===== config.mk =====
export PLATFORM = sky130hd
export DESIGN_NAME = fault_supervisor
export DESIGN_NICKNAME = d
export VERILOG_FILES = /design/src/rtl/fsup_pkg.sv /design/src/rtl/fsup_blank_timer.sv /design/src/rtl/fsup_hold_timer.sv /design/src/rtl/fault_supervisor.sv
export SDC_FILE = /design/constraint.sdc
export NUM_CORES = 1
export LEC_CHECK = 0
export ABC_AREA = 1
export BUFFER_PORTS_ARGS = -buffer_cell sky130_fd_sc_hd__buf_2
export CAP_MARGIN = 20
export CORE_MARGIN = 2
export CORE_UTILIZATION = 30
export CTS_CLUSTER_SIZE = 25
export DETAILED_ROUTE_END_ITERATION = 8
export PLACE_DENSITY = 0.47
export SLEW_MARGIN = 40
export SYNTH_ARGS = -nofsm -noshare
export SYNTH_HDL_FRONTEND = slang
export SYNTH_SLANG_ARGS = --single-unit

===== constraint.sdc =====
create_clock -name clk -period 2.7 [get_ports clk]
set_input_delay 0.135 -clock clk [delete_from_list [all_inputs] [get_ports clk]]
set_output_delay 0.135 -clock clk [all_outputs]
set_load 0.1 [all_outputs]

===== src/rtl/fsup_pkg.sv =====
package fsup_pkg;
  // cause bits reported on fault_cause
  typedef struct packed {
    logic uv;  // low-side supply undervoltage
    logic oc;  // over-current trip
  } cause_t;
endpackage


===== src/rtl/fsup_blank_timer.sv =====
// Down counter that masks the trip input after a switching edge.
module fsup_blank_timer #(
  parameter int LEN = 40
) (
  input  logic clk,
  input  logic rst,
  input  logic load,
  output logic busy
);
  localparam int W = $clog2(LEN + 1);
  localparam logic [W-1:0] START = W'(LEN);

  logic [W-1:0] cnt;

  always_ff @(posedge clk) begin
    if (rst)              cnt <= '0;
    else if (load)        cnt <= START;
    else if (cnt != '0)   cnt <= cnt - 1'b1;
  end

  assign busy = (cnt != '0);
endmodule


===== src/rtl/fsup_hold_timer.sv =====
// Saturating counter of consecutive cycles with run high.
// full_now is high at the edge that completes LEN such cycles and
// at every later edge while run stays high.
module fsup_hold_timer #(
  parameter int LEN = 900
) (
  input  logic clk,
  input  logic rst,
  input  logic run,
  output logic full_now
);
  localparam int W = $clog2(LEN + 1);
  localparam logic [W-1:0] TOP  = W'(LEN);
  localparam logic [W-1:0] LAST = W'(LEN - 1);

  logic [W-1:0] cnt;

  always_ff @(posedge clk) begin
    if (rst || !run)      cnt <= '0;
    else if (cnt != TOP)  cnt <= cnt + 1'b1;
  end

  assign full_now = run && (cnt >= LAST);
endmodule


===== src/rtl/fault_supervisor.sv =====
module fault_supervisor
  import fsup_pkg::*;
#(
  parameter int NPH       = 3,
  parameter int BLANK_CYC = 40,
  parameter int FLT_DLY   = 59,
  parameter int CLR_CYC   = 900
) (
  input  logic              clk,
  input  logic              rst,
  input  logic [NPH-1:0]    hs_cmd_n,
  input  logic [NPH-1:0]    ls_cmd_n,
  input  logic [2*NPH-1:0]  drv_mask,
  input  logic              oc_trip,
  input  logic              uv_flag,
  output logic [2*NPH-1:0]  gate_en,
  output logic              fault_n,
  output logic [1:0]        fault_cause
);
  localparam int NDRV = 2 * NPH;
  localparam int DW   = $clog2(FLT_DLY + 1);
  localparam logic [DW-1:0] DLY_END = DW'(FLT_DLY);

  logic            latched;
  cause_t          cause_q, cause_nxt;
  logic [DW-1:0]   dly_cnt, dly_nxt;
  logic [NDRV-1:0] cmd_on, gate_nxt;
  logic            blank_busy, clr_full;
  logic            oc_hit, set_now, clr_now, latch_nxt, flag_nxt;

  // trip qualification and latch control
  assign oc_hit    = oc_trip && !blank_busy;
  assign set_now   = oc_hit || uv_flag;
  assign clr_now   = latched && clr_full && !oc_trip && !uv_flag;
  assign latch_nxt = set_now || (latched && !clr_now);

  always_comb begin
    cause_nxt = cause_q;
    if (set_now) begin
      if (!latched) cause_nxt = '0;
      cause_nxt.oc = cause_nxt.oc | oc_hit;
      cause_nxt.uv = cause_nxt.uv | uv_flag;
    end else if (clr_now) begin
      cause_nxt = '0;
    end
  end

  // fault indication delay, counted from the shutdown edge
  always_comb begin
    dly_nxt = dly_cnt;
    if (set_now && !latched)               dly_nxt = '0;
    else if (latched && dly_cnt != DLY_END) dly_nxt = dly_cnt + 1'b1;
  end
  assign flag_nxt = latch_nxt && (dly_nxt == DLY_END);

  // drive path
  assign cmd_on   = {~ls_cmd_n, ~hs_cmd_n} & drv_mask;
  assign gate_nxt = latch_nxt ? '0 : cmd_on;

  fsup_blank_timer #(.LEN(BLANK_CYC)) u_blank (
    .clk  (clk),
    .rst  (rst),
    .load (gate_nxt != gate_en),
    .busy (blank_busy)
  );

  fsup_hold_timer #(.LEN(CLR_CYC)) u_hold (
    .clk      (clk),
    .rst      (rst),
    .run      (latched && (&ls_cmd_n)),
    .full_now (clr_full)
  );

  always_ff @(posedge clk) begin
    if (rst) begin
      latched <= 1'b1;
      cause_q <= '0;
      dly_cnt <= DLY_END;
      gate_en <= '0;
      fault_n <= 1'b0;
    end else begin
      latched <= latch_nxt;
      cause_q <= cause_nxt;
      dly_cnt <= dly_nxt;
      gate_en <= gate_nxt;
      fault_n <= !flag_nxt;
    end
  end

  assign fault_cause = cause_q;
endmodule


# Word-level counts from Yosys, hierarchy flattened
# Cells that the tools add are included.
[word_totals]
regBits = 32
inputBits = 16
out_inout_bits = 9
elab_cells = 56
[op_classes]
add_sub_neg = 3
order_cmp = 1
eq_ne = 4
n_mux = 9
n_bitwise = 5
n_reduce_logical = 25
[ops]
columns = ["operator", "n"]
rows = [
  ["$mux 6", 5],
  ["$add 10x1->10 const B", 1],
  ["$ge 10x10->1 const B", 1],
  ["$logic_and 1x1->1", 10],
  ["$ne 10x10->1 const B", 1],
  ["$mux 2", 4],
  ["$logic_not 1->1", 7],
  ["$add 6x1->6 const B", 1],
  ["$and 6x6->6", 1],
  ["$eq 6x6->1 const B", 1],
  ["$ne 6x6->1", 1],
  ["$ne 6x6->1 const B", 1],
  ["$not 3->3", 2],
  ["$reduce_bool 6->1", 1],
  ["$sub 6x1->6 const B", 1],
  ["$reduce_bool 2->1", 2],
  ["$logic_or 1x1->1", 3],
  ["$reduce_and 3->1", 1],
  ["$or 1x1->1", 2],
  ["$reduce_or 2->1", 1],
]

# Longest topological paths before layout
# Gate-level depths: netlist (run 1).
[logic_depth]
ltp_word = 12
mapped_depth = 16
depth_no_buf = 15

# Hierarchy
# From an unflattened synthesis (run 1), not the netlist that was laid out.
[hier_totals]
cells_unflattened = 255
hier_area_um2 = 1741.7
[by_module_without_submodules]
columns = ["module", "instances", "cells_each", "area_each_um2", "seq_area_each_um2"]
rows = [
  ["fault_supervisor", 1, 138, 895.9, 320.3],
  ["fsup_hold_timer", 1, 79, 538.0, 200.2],
  ["fsup_blank_timer", 1, 38, 307.8, 120.1],
]

# Worst setup path before layout (run 1)
# No wires, ideal clock.
[synth_timing]
kind = "register to register"
start = "reg u_blank.cnt[0]"
end = "reg u_blank.cnt[0]"
setup_time_ns = 0.064
arrival_ns = 1.760
required_time_ns = 2.636
path_slack_ns = 0.876
stages_incl_launch_ff = 15
n_path_buf = 1
period_less_slack_ns = 1.824
cell_sequence = "dfxtp_1 -> inv_1 -> ha_1 -> inv_1 -> nor2_2 -> nand3_2 -> nor2_2 -> nor2_1 -> buf_4 -> nand3_1 -> nand2_1 -> nand2_1 -> nor2_2 -> nand3_2 -> nor2_2"
[synth_between]
elab_chain_len = 8
elab_cells_between_ends = 9
classes_between = "1 x add/sub; 1 x eq/ne; 1 x mux; 6 x reduce/logical"
[synth_rtl]
columns = ["element", "line", "rtl"]
rows = [
  ["start, declared", "fsup_blank_timer.sv:13", "logic [W-1:0] cnt;"],
  ["start signal, assigned", "fsup_blank_timer.sv:18", "else if (cnt != '0) cnt <= cnt - 1'b1;"],
  ["$reduce_bool 6->1", "fsup_blank_timer.sv:18, fsup_blank_timer.sv:21", ""],
  ["$logic_not 1->1", "fault_supervisor.sv:32", "assign oc_hit = oc_trip && !blank_busy;"],
  ["$logic_and 1x1->1", "fault_supervisor.sv:32", ""],
  ["$logic_or 1x1->1", "fault_supervisor.sv:33", "assign set_now = oc_hit || uv_flag;"],
  ["$logic_or 1x1->1", "fault_supervisor.sv:35", "assign latch_nxt = set_now || (latched && !clr_now);"],
  ["$mux 6", "fault_supervisor.sv:58", "assign gate_nxt = latch_nxt ? '0 : cmd_on;"],
  ["$ne 6x6->1", "fault_supervisor.sv:63", ".load (gate_nxt != gate_en),"],
  ["$reduce_or 2->1 (no line)", "n/a", ""],
]
# Several ways; a longest one is shown, not always the timed one.
# A chain may end at the register's enable or synchronous reset.

# Final worst setup path (run 1)
[layout_timing]
start = "reg u_blank.cnt[0]"
end = "reg u_blank.cnt[4]"
# Same word-level chain as after synthesis.

==> results of run 1 <==
## through the flow
step | setup WS (ps) | instances | util, % | power, mW
after floorplan | 876 | 250 | - | 1.21
after detailed placement | 595 | 344 | 34.6 | 1.35
after CTS | 597 | 352 | 36.3 | 1.74
after global placement | 647 | 344 | 34.6 | 1.36
after global routing | 364 | 352 | 36.3 | 1.88
final | 642 | 352 | 36.3 | 1.71
## Yosys cell counts
cell / instances / share of area, %
a211oi_1: 2 / 0.89
a21oi_1: 6 / 1.8
and3_1: 1 / 0.37
buf_4: 1 / 0.44
clkbuf_1: 2 / 0.44
clkinv_1: 1 / 0.22
dfxtp_1: 32 / 38
ha_1: 4 / 3.0
inv_1: 45 / 10
inv_2: 2 / 0.44
nand2_1: 49 / 11
nand2_2: 1 / 0.37
nand3_1: 12 / 3.6
nand3_2: 3 / 1.8
nand3b_1: 1 / 0.44
nand4_1: 8 / 3.0
nor2_1: 40 / 8.9
nor2_2: 11 / 4.1
nor3_1: 5 / 1.5
nor3b_1: 3 / 1.3
nor4_1: 2 / 0.74
o21a_1: 2 / 0.89
o21ai_0: 6 / 1.8
o21ai_1: 2 / 0.59
o21bai_4: 1 / 1.1
o31ai_1: 1 / 0.44
or2_2: 2 / 0.74
xnor2_1: 1 / 0.52
xor2_1: 4 / 2.1
## worst register-to-register path: stages, from the launching register on
cell,delay (ps)
dfxtp_1,330
inv_1,60
ha_1,150
inv_1,60
nor2_2,120
nand3_2,150
nor2_2,130
nor2_1,50
buf_4,170
nand2_2,80
clkinv_1,110
nand3_1,90
nand2_1,60
nor2_2,160
nand3_2,160
nor2_2,110
## power by group through the flow
stage	Combinational (mW)	Clock, mW	Sequential [mW]
floorplan	0.488	0	0.725
global placement	0.721	0	0.638
detailed placement	0.712	0	0.635
CTS	0.719	0.394	0.625
global route	0.824	0.418	0.639
finish	0.711	0.374	0.624
## cell type report
class,count,share of cell area [%]
Inverter,48,9.08
Clock buffer,8,4.54
Multi-Input combinational cell,167,43.1
Tap cell,72,4.54
Sequential cell,32,32.3
Timing Repair Buffer,25,6.43
## path summary, 6_finish.rpt
check,to,slack [ps],cells after the start
min reg2reg,u_hold.cnt[8],490,2
min,fault_cause[1],110,2
max reg2reg,u_blank.cnt[4],640,15
max,u_blank.cnt[4],640,15
## kinds of logic after synthesis
| logic type | Yosys count | share of synthesized area (%) |
|---|---|---|
| xor gates and xnor gates | 5 | 2.59 |
| AOI/OAI and AO/OA | 20 | 7.47 |
| DFF | 32 | 37.9 |
| and+or+nand+nor | 138 | 37.6 |
| buffers and inverters | 51 | 11.5 |
| adders and majority gates | 4 | 2.96 |
## state kept, by name, summed over array words and instances, names as in the netlist
name,flops
latched,1
u_hold.cnt,10
gate_en,6
dly_cnt,6
fault_n,1
u_blank.cnt,6
fault_cause,2
## per-layer routing
layer,part of all wire (%),vias to the layer above
met5,0,-
met4,0.68,0
met3,4.3,2
met2,46,31
met1,49,615
li1,-,838
==> flow_summary_export.csv, run 1 <==
group,metric,value,unit
setup_path,reg2reg_from,"u_blank.cnt[0]",
power_and_ir_drop,irDropWorstVdd,0.263,mV
setup_path,startpoint_type,"flop",
global_routing,track_usage,12.4,%
setup_path,critPathSlowestCell,"dfxtp_1",
drt,wl_per_cell,9.58,um
power_and_ir_drop,p_per_area,861,nW/um^2
clock_tree,cts_tree,"yes",
setup_path,cp_num_buf_inv,4,
global_routing,antenna_found_initial,0,
sta,layout_min_cycle_time,2060,ps
drt,drcViolationCount,0,
placement,placed_area,1890,um^2
setup_path,cp_cell_sequence,"inv_1 > ha_1 > inv_1 > nor2_2 > nand3_2 > nor2_2 > nor2_1 > buf_4 > nand2_2 > clkinv_1 > nand3_1 > nand2_1 > nor2_2 > nand3_2 > nor2_2",
setup_path,critical_path.max_stage_delay,330,ps
die,die_area,6260,um^2
cells_and_area,finalInstanceArea,1980,um^2
clock_tree,clk_pin_slew,60,ps
die,die_h,79.1,um
die,initial_core_util,30.9,%
die,die_x,79.1,um
global_routing,overflow,0,
global_routing,use_met2,20.9,%
placement,gp_congestion,0.750,
power_and_ir_drop,p_int,1.01,mW
sta,setup_viol,0,
clock_tree,clk-insertion-delay-late,280,ps
power_and_ir_drop,clockPowerShare,21.9,%
cells_and_area,antennaDiodeCount,0,
clock_tree,root_buffer,"clkbuf_8",
synth,synth-seq-area-share,37.9,%
drt,firstDrtPassIters,4,
setup_path,criticalPathCategory,"reg -> reg",
sta,drv_slew,0,
power_and_ir_drop,combPwrFrac,41.6,%
synth,synth_cells,250,
setup_path,critPathCaptureType,"flop",
placement,dpl.hpwl,2680,um
setup_path,worst_ep_arrival_time,2280,ps
drt,via_per_inst,4.22,
hold_path,hold_path_class,"in -> reg",
synth,synthesis.area,1690,um^2
cells_and_area,layout_commonest_cell,"nand2_1",
sta,finalSetupTns,0,ps
global_routing,grt_pass1_wl,6070,um
die,io_pins,25,
sta,slew_headroom,52.6,%
synth,yosysWarnings,0,
synth,synth_nets,270,
synth,synth.avg_cell_area,6.77,um^2
cells_and_area,fin_nets,299,
clock_tree,cts_buffers,5,
drt,route.final.wire_length,3370,um
sta,fin_skew,4.59,ps
sta,hold_slack,108,ps
setup_path,crit_path_frequent_cell,"nor2_2",
placement,port_buffers,24,
power_and_ir_drop,switching_share,40.7,%
clock_tree,cts.sinks,32,
setup_path,crit_path_max_fanout,11,
sta,max_freq,486,MHz
clock_tree,postCtsHoldBufs,0,
global_routing,first_global_vias,1438,
die,num_rows,27,
global_routing,use_met3,3.86,%
clock_tree,cts_buffer_depth,2,
cells_and_area,multiInputGateArea,856,um^2
clock_tree,ctsHtreeMaxLevel,2,
power_and_ir_drop,p_leak,0.930,nW
power_and_ir_drop,pwr-share-seq,36.5,%
die,core_area,5470,um^2
global_routing,top_usage_layer,"met2",
cells_and_area,area_growth,17.3,%
setup_path,cp-startpoint,"u_blank.cnt[0]",
flow_run,drv_cap,0,
setup_path,worst_ep_required_time,2920,ps
power_and_ir_drop,p_switching,0.696,mW
synth,ys_seq_elements,32,
status,status,"complete, no violations",
sta,finalHoldViolCount,0,
drt,ant_nets,0,
global_routing,grt_util_met1,14.9,%
sta,tightest_slew,705,ps
synth,ys_types,29,
clock_tree,cts-resized-gates,0,
drt,vias,1486,
cells_and_area,fillers,613,
global_routing,grt_max_degree,14,
setup_path,path_delay_family,"simple AND/OR/NAND/NOR gates",
clock_tree,post_cts_buffers,0,
sta,finalCritPeriodShare,76.2,%
cells_and_area,layout-drive-gt1-share,18.2,%
cells_and_area,final_cell_mix,"49 x nand2_1, 45 x inv_1, 40 x nor2_1",
cells_and_area,regArea,641,um^2
sta,rsz0062_at_grt,"no",
hold_path,hp-start,"uv_flag",
drt,drtIter0Drc,31,
No activity file was read; power rests on OpenSTA's default activity.
==> inputs of run 2 (changes only) <==
clock period = 2.06 ns   (was 2.7 ns; I/O delays follow)
==> run 2 against run 1 <==
  * Non-clock buffer count grew 9
  * Clock skew grew 4.7 ps
  * Clock power grew 58%
  * Highest routed layer unchanged
  * Count of clock-buffer cells in the layout shrank 2
  * Largest cell class unchanged
  * Global-route usage grew 0.39 points
  * Sequential cell count is the same
  * Fmax grew 6.7%
  * Critical path depth is the same
  * Via count grew 6.0%
  * First-iteration DRC count grew 32%
  * Combinational power grew 46%
  * Register-to-register slack lost 510 ps
==> flow_summary_export.csv, run 2 (synthesis gave the netlist of run 1 again) <==
group,metric,value,unit
status,status,"complete, no violations",
global_routing,use_met2,20.3,%
drt,ant_nets,0,
drt,drtIter0Drc,41,
sta,finalCritPeriodShare,93.6,%
drt,drcViolationCount,0,
die,die_h,79.1,um
drt,firstDrtPassIters,4,
placement,port_buffers,24,
placement,placedCellCount,350,
clock_tree,clk-insertion-delay-late,290,ps
sta,layout_min_cycle_time,1930,ps
placement,placed_area,1940,um^2
cells_and_area,final_cells,361,
global_routing,antenna_found_initial,0,
power_and_ir_drop,p_leak,1.00,nW
sta,drv_slew,0,
clock_tree,ctsHtreeMaxLevel,2,
clock_tree,cts_buffers,5,
die,num_rows,27,
drt,route.final.wire_length,3680,um
sta,slew_headroom,67.6,%
clock_tree,cts_tree,"yes",
clock_tree,cts.sinks,32,
die,die_area,6260,um^2
placement,dpl.hpwl,2710,um
power_and_ir_drop,irDropWorstVdd,0.351,mV
hold_path,hp-start,"uv_flag",
setup_path,worst_ep_required_time,2280,ps
sta,fin_skew,9.26,ps
power_and_ir_drop,p_per_area,1150,nW/um^2
global_routing,use_met3,3.98,%
sta,setup_viol,0,
drt,via_per_inst,4.36,
die,io_pins,25,
sta,tightest_slew,490,ps
sta,finalSetupTns,0,ps
clock_tree,clk_pin_slew,70,ps
drt,wl_per_cell,10.2,um
placement,gp_congestion,0.745,
cells_and_area,layout_commonest_cell,"nand2_1",
hold_path,hold_path_class,"in -> reg",
drt,vias,1575,
die,die_x,79.1,um
setup_path,reg2reg_from,"u_blank.cnt[1]",
sta,max_freq,519,MHz
die,initial_core_util,30.9,%
sta,finalHoldViolCount,0,
cells_and_area,antennaDiodeCount,0,
global_routing,overflow,0,
global_routing,first_global_vias,1446,
clock_tree,cts_buffer_depth,2,
global_routing,grt_max_degree,14,
global_routing,track_usage,12.8,%
global_routing,top_usage_layer,"met2",
flow_run,drv_cap,0,
cells_and_area,fin_nets,308,
global_routing,grt_pass1_wl,6210,um
setup_path,cp-startpoint,"u_blank.cnt[1]",
cells_and_area,largest_reg_flops,10,
cells_and_area,final_util,39.2,%
die,core_area,5470,um^2
global_routing,grt_util_met1,15.8,%
cells_and_area,finalInstanceArea,2140,um^2
setup_path,crit_path_max_fanout,6,
setup_path,startpoint_type,"flop",
setup_path,criticalPathCategory,"reg -> reg",
cells_and_area,final_cell_mix,"46 x nand2_1, 43 x inv_1, 39 x nor2_1",
cells_and_area,layout-drive-gt1-share,26.0,%
cells_and_area,regMostFlops,"u_hold.cnt",
cells_and_area,regArea,643,um^2
cells_and_area,multiInputGateArea,925,um^2
setup_path,worst_ep_arrival_time,2150,ps
cells_and_area,fillers,599,
setup_path,critPathCaptureType,"flop",
clock_tree,root_buffer,"clkbuf_8",
cells_and_area,area_growth,26.8,%
==> run 2: changes by cell type in the layout (fill, tap and decap cells not counted), moves of 2 or more <==
cell     delta
buf_4       +8
nor2_4      +5
nor2_2      -4
inv_2       +3
nand2_1     -3
nand3_1     -3
dfxtp_1     -2
dfxtp_2     +2
inv_1       -2
nand2_2     +2
nand3_2     +2
==> run 2: path summary, 6_finish.rpt <==
kind                    end  slack [ps]  cells after the start
max          u_blank.cnt[0]         130                     15
min          fault_cause[1]          80                      2
max reg2reg  u_blank.cnt[0]         130                     15
min reg2reg   u_hold.cnt[8]         490                      2
==> run 2: critical path: stages (launching register included) <==
cell and delay, ps:
dfxtp_2 330, inv_1 50, ha_2 180, inv_2 50, nor2_4 130, nand3_2 120
nor2_4 130, nor2_2 60, buf_6 140, nand2_4 70, inv_2 40, nand3b_1 90
nand2_2 70, nor2_4 150, nand3_4 130, nor2_2 120
==> run 2: cell type report <==
| type | count | share of cell area [%] |
|---|---|---|
| inverters | 48 | 8.40 |
| clock inverters | 2 | 1.63 |
| clock buffers | 6 | 3.38 |
| well taps | 72 | 4.20 |
| multi-input cells | 167 | 43.1 |
| repair buffers | 34 | 9.28 |
| flip-flops and latches | 32 | 30.0 |
==> run 2: layer usage <==
metal | share of wire [%] | wire length [um]
met5 | 0 | 0
met3 | 4.9 | 181
met1 | 49 | 1800
met2 | 44 | 1630
met4 | 1.8 | 65
==> run 2: through the flow <==
stage               hold WS [ps]  total power, mW  setup WS [ps]
global placement             366             1.79            101
finish                      77.5             2.47            132
floorplan                    227             1.59            236
CTS                         55.6             2.38           33.2
global route                80.1             2.67          -22.6
detailed placement           365             1.77           79.4
==> run 2: repair_timing <==
action                     in CTS  in global routing
hold buffers                    0                  0
setup endpoints to repair       0                  9
gates resized for setup         0                 23
hold endpoints to repair        0                  0
setup buffers                   0                  2
==> run 2: power breakdown <==
part | total [mW] | internal (mW) | switching [mW]
clock | 0.592 | 0.359 | 0.233
sequential | 0.834 | 0.741 | 0.0925
combinational | 1.04 | 0.402 | 0.642
total | 2.47 | 1.50 | 0.967
==> inputs of run 3 (changes only) <==
PLACE_DENSITY = 0.49   (was 0.47)
clock period = 1.7 ns   (was 2.06 ns; I/O delays follow)
==> run 3 against run 2 <==
  * The run now ends with setup timing left
  * Clock power is 6.8% higher
  * Largest cell class unchanged
  * Critical endpoint is now u_blank.cnt[5]
  * Design area is 18% higher
  * Critical path depth fell by 1
  * Utilization is 6.9 points higher
  * Wire length grew 12%
  * Power is 31% higher
==> flow_summary_export.csv, run 3 (synthesis gave the netlist of run 1 again) <==
group,metric,value,unit
power_and_ir_drop,irDropWorstVdd,0.807,mV
global_routing,overflow,0,
flow_run,drv_cap,0,
global_routing,first_global_vias,1627,
cells_and_area,area_growth,49.1,%
clock_tree,clk_pin_slew,70,ps
sta,fin_skew,6.63,ps
cells_and_area,finalInstanceArea,2520,um^2
die,die_area,6260,um^2
setup_path,path_delay_family,"simple AND/OR/NAND/NOR gates",
sta,layout_min_cycle_time,1740,ps
sta,slew_headroom,67.5,%
power_and_ir_drop,design_power_total,3.24,mW
cells_and_area,final_cell_mix,"42 x nand2_1, 42 x buf_4, 41 x inv_1",
cells_and_area,largest_reg_flops,10,
hold_path,hold_path_class,"in -> reg",
drt,via_per_inst,4.37,
die,die_x,79.1,um
power_and_ir_drop,p_leak,1.20,nW
die,num_rows,27,
sta,finalCritPeriodShare,102,%
status,status,"finished with violations",
global_routing,grt_pass1_wl,7130,um
setup_path,crit_path_max_fanout,5,
sta,tightest_slew,492,ps
cells_and_area,layout-drive-gt1-share,40.7,%
clock_tree,cts.sinks,32,
sta,max_freq,576,MHz
clock_tree,ctsHtreeMaxLevel,2,
global_routing,antenna_found_initial,0,
clock_tree,cts_buffers,5,
setup_path,critPathSlowestCell,"dfxtp_2",
placement,gp_congestion,0.747,
setup_path,cp_num_buf_inv,3,
drt,drcViolationCount,0,
cells_and_area,fillers,570,
cells_and_area,antennaDiodeCount,0,
clock_tree,cts_buffer_depth,2,
setup_path,critPathCaptureType,"flop",
global_routing,track_usage,14.5,%
die,io_pins,25,
drt,firstDrtPassIters,4,
drt,wl_per_cell,10.5,um
die,initial_core_util,30.9,%
sta,rsz0062_at_grt,"yes",
placement,port_buffers,24,
clock_tree,clk-insertion-delay-late,280,ps
sta,setup_viol,6,
placement,placed_area,2200,um^2
setup_path,cp_cell_sequence,"ha_1 > inv_1 > nand2_2 > nor2_4 > o21bai_4 > buf_4 > nand3_2 > nand2_1 > nand2_1 > nand2_2 > nor2_4 > nand3_1 > nand2_1 > inv_1",
global_routing,grt_max_degree,13,
setup_path,crit_path_frequent_cell,"nand2_1",
setup_path,critical_path.max_stage_delay,320,ps
drt,route.final.wire_length,4140,um
drt,ant_nets,0,
setup_path,criticalPathCategory,"reg -> reg",
power_and_ir_drop,p_per_area,1280,nW/um^2
cells_and_area,fin_nets,344,
setup_path,worst_ep_required_time,1880,ps
drt,vias,1731,
drt,drtIter0Drc,50,
die,core_area,5470,um^2
sta,finalHoldViolCount,0,
cells_and_area,regMostFlops,"u_hold.cnt",
sta,drv_slew,0,
sta,worst_slack,-35.3,ps
die,die_h,79.1,um
setup_path,worst_ep_arrival_time,1920,ps
clock_tree,cts_tree,"yes",
clock_tree,root_buffer,"clkbuf_8",
setup_path,startpoint_type,"flop",
placement,dpl.hpwl,2940,um
status,violations,"setup timing",
-- run 3: power breakdown --
part           switching [mW]  internal [mW]
clock                   0.271          0.360
combinational           0.905          0.717
sequential             0.0881          0.897
total                    1.26           1.97
-- run 3: layout make-up --
cell class | instances | area [um^2] | share of cell area [%]
sequential | 32 | 649 | 25.7
clock buffer | 7 | 96.3 | 3.82
inverter | 48 | 183 | 7.24
tap | 72 | 90.1 | 3.57
timing repair buffer | 69 | 469 | 18.6
multi-input combinational | 168 | 1030 | 41.0
-- run 3: per-layer routing --
layer	up-vias	part of all wire, %	wire length, um	GRT usage, %
li1	930	-	-	-
met4	0	2.2	92	6.21
met5	-	0	0	0
met3	10	4.3	179	3.41
met1	755	50	2070	19.6
met2	36	43	1800	22.1
-- run 3: metrics by stage --
step | setup TNS, ps | worst slack, ps | std cells | utilization, % | hold slack [ps]
3_5_place_dp | -1250 | -191 | 377 | 40.2 | 374
3_3_place_gp | -1060 | -150 | 377 | 40.2 | 370
5_1_grt | -1600 | -214 | 396 | 46.1 | 90.6
6_report | -182 | -35.3 | 396 | 46.1 | 93.0
2_1_floorplan | -255 | -69.0 | 250 | - | 209
4_1_cts | -246 | -34.1 | 393 | 44.5 | 82.5
-- run 3: final timing paths --
path | from | end | slack [ps] | cells after the start
setup / recovery | u_hold.cnt[0] | u_blank.cnt[5] | -40 | 14
hold / removal | rst | gate_en[0] | 90 | 2
hold reg to reg | u_hold.cnt[4] | u_hold.cnt[4] | 520 | 2
setup reg to reg | u_hold.cnt[0] | u_blank.cnt[5] | -40 | 14
-- run 3: what timing repair did --
action	in CTS	in global routing
gates cloned	1	0
pin swaps	11	17
gates resized for setup	18	21
setup buffers	8	3
endpoints found under the setup margin	11	19
hold buffers	0	0
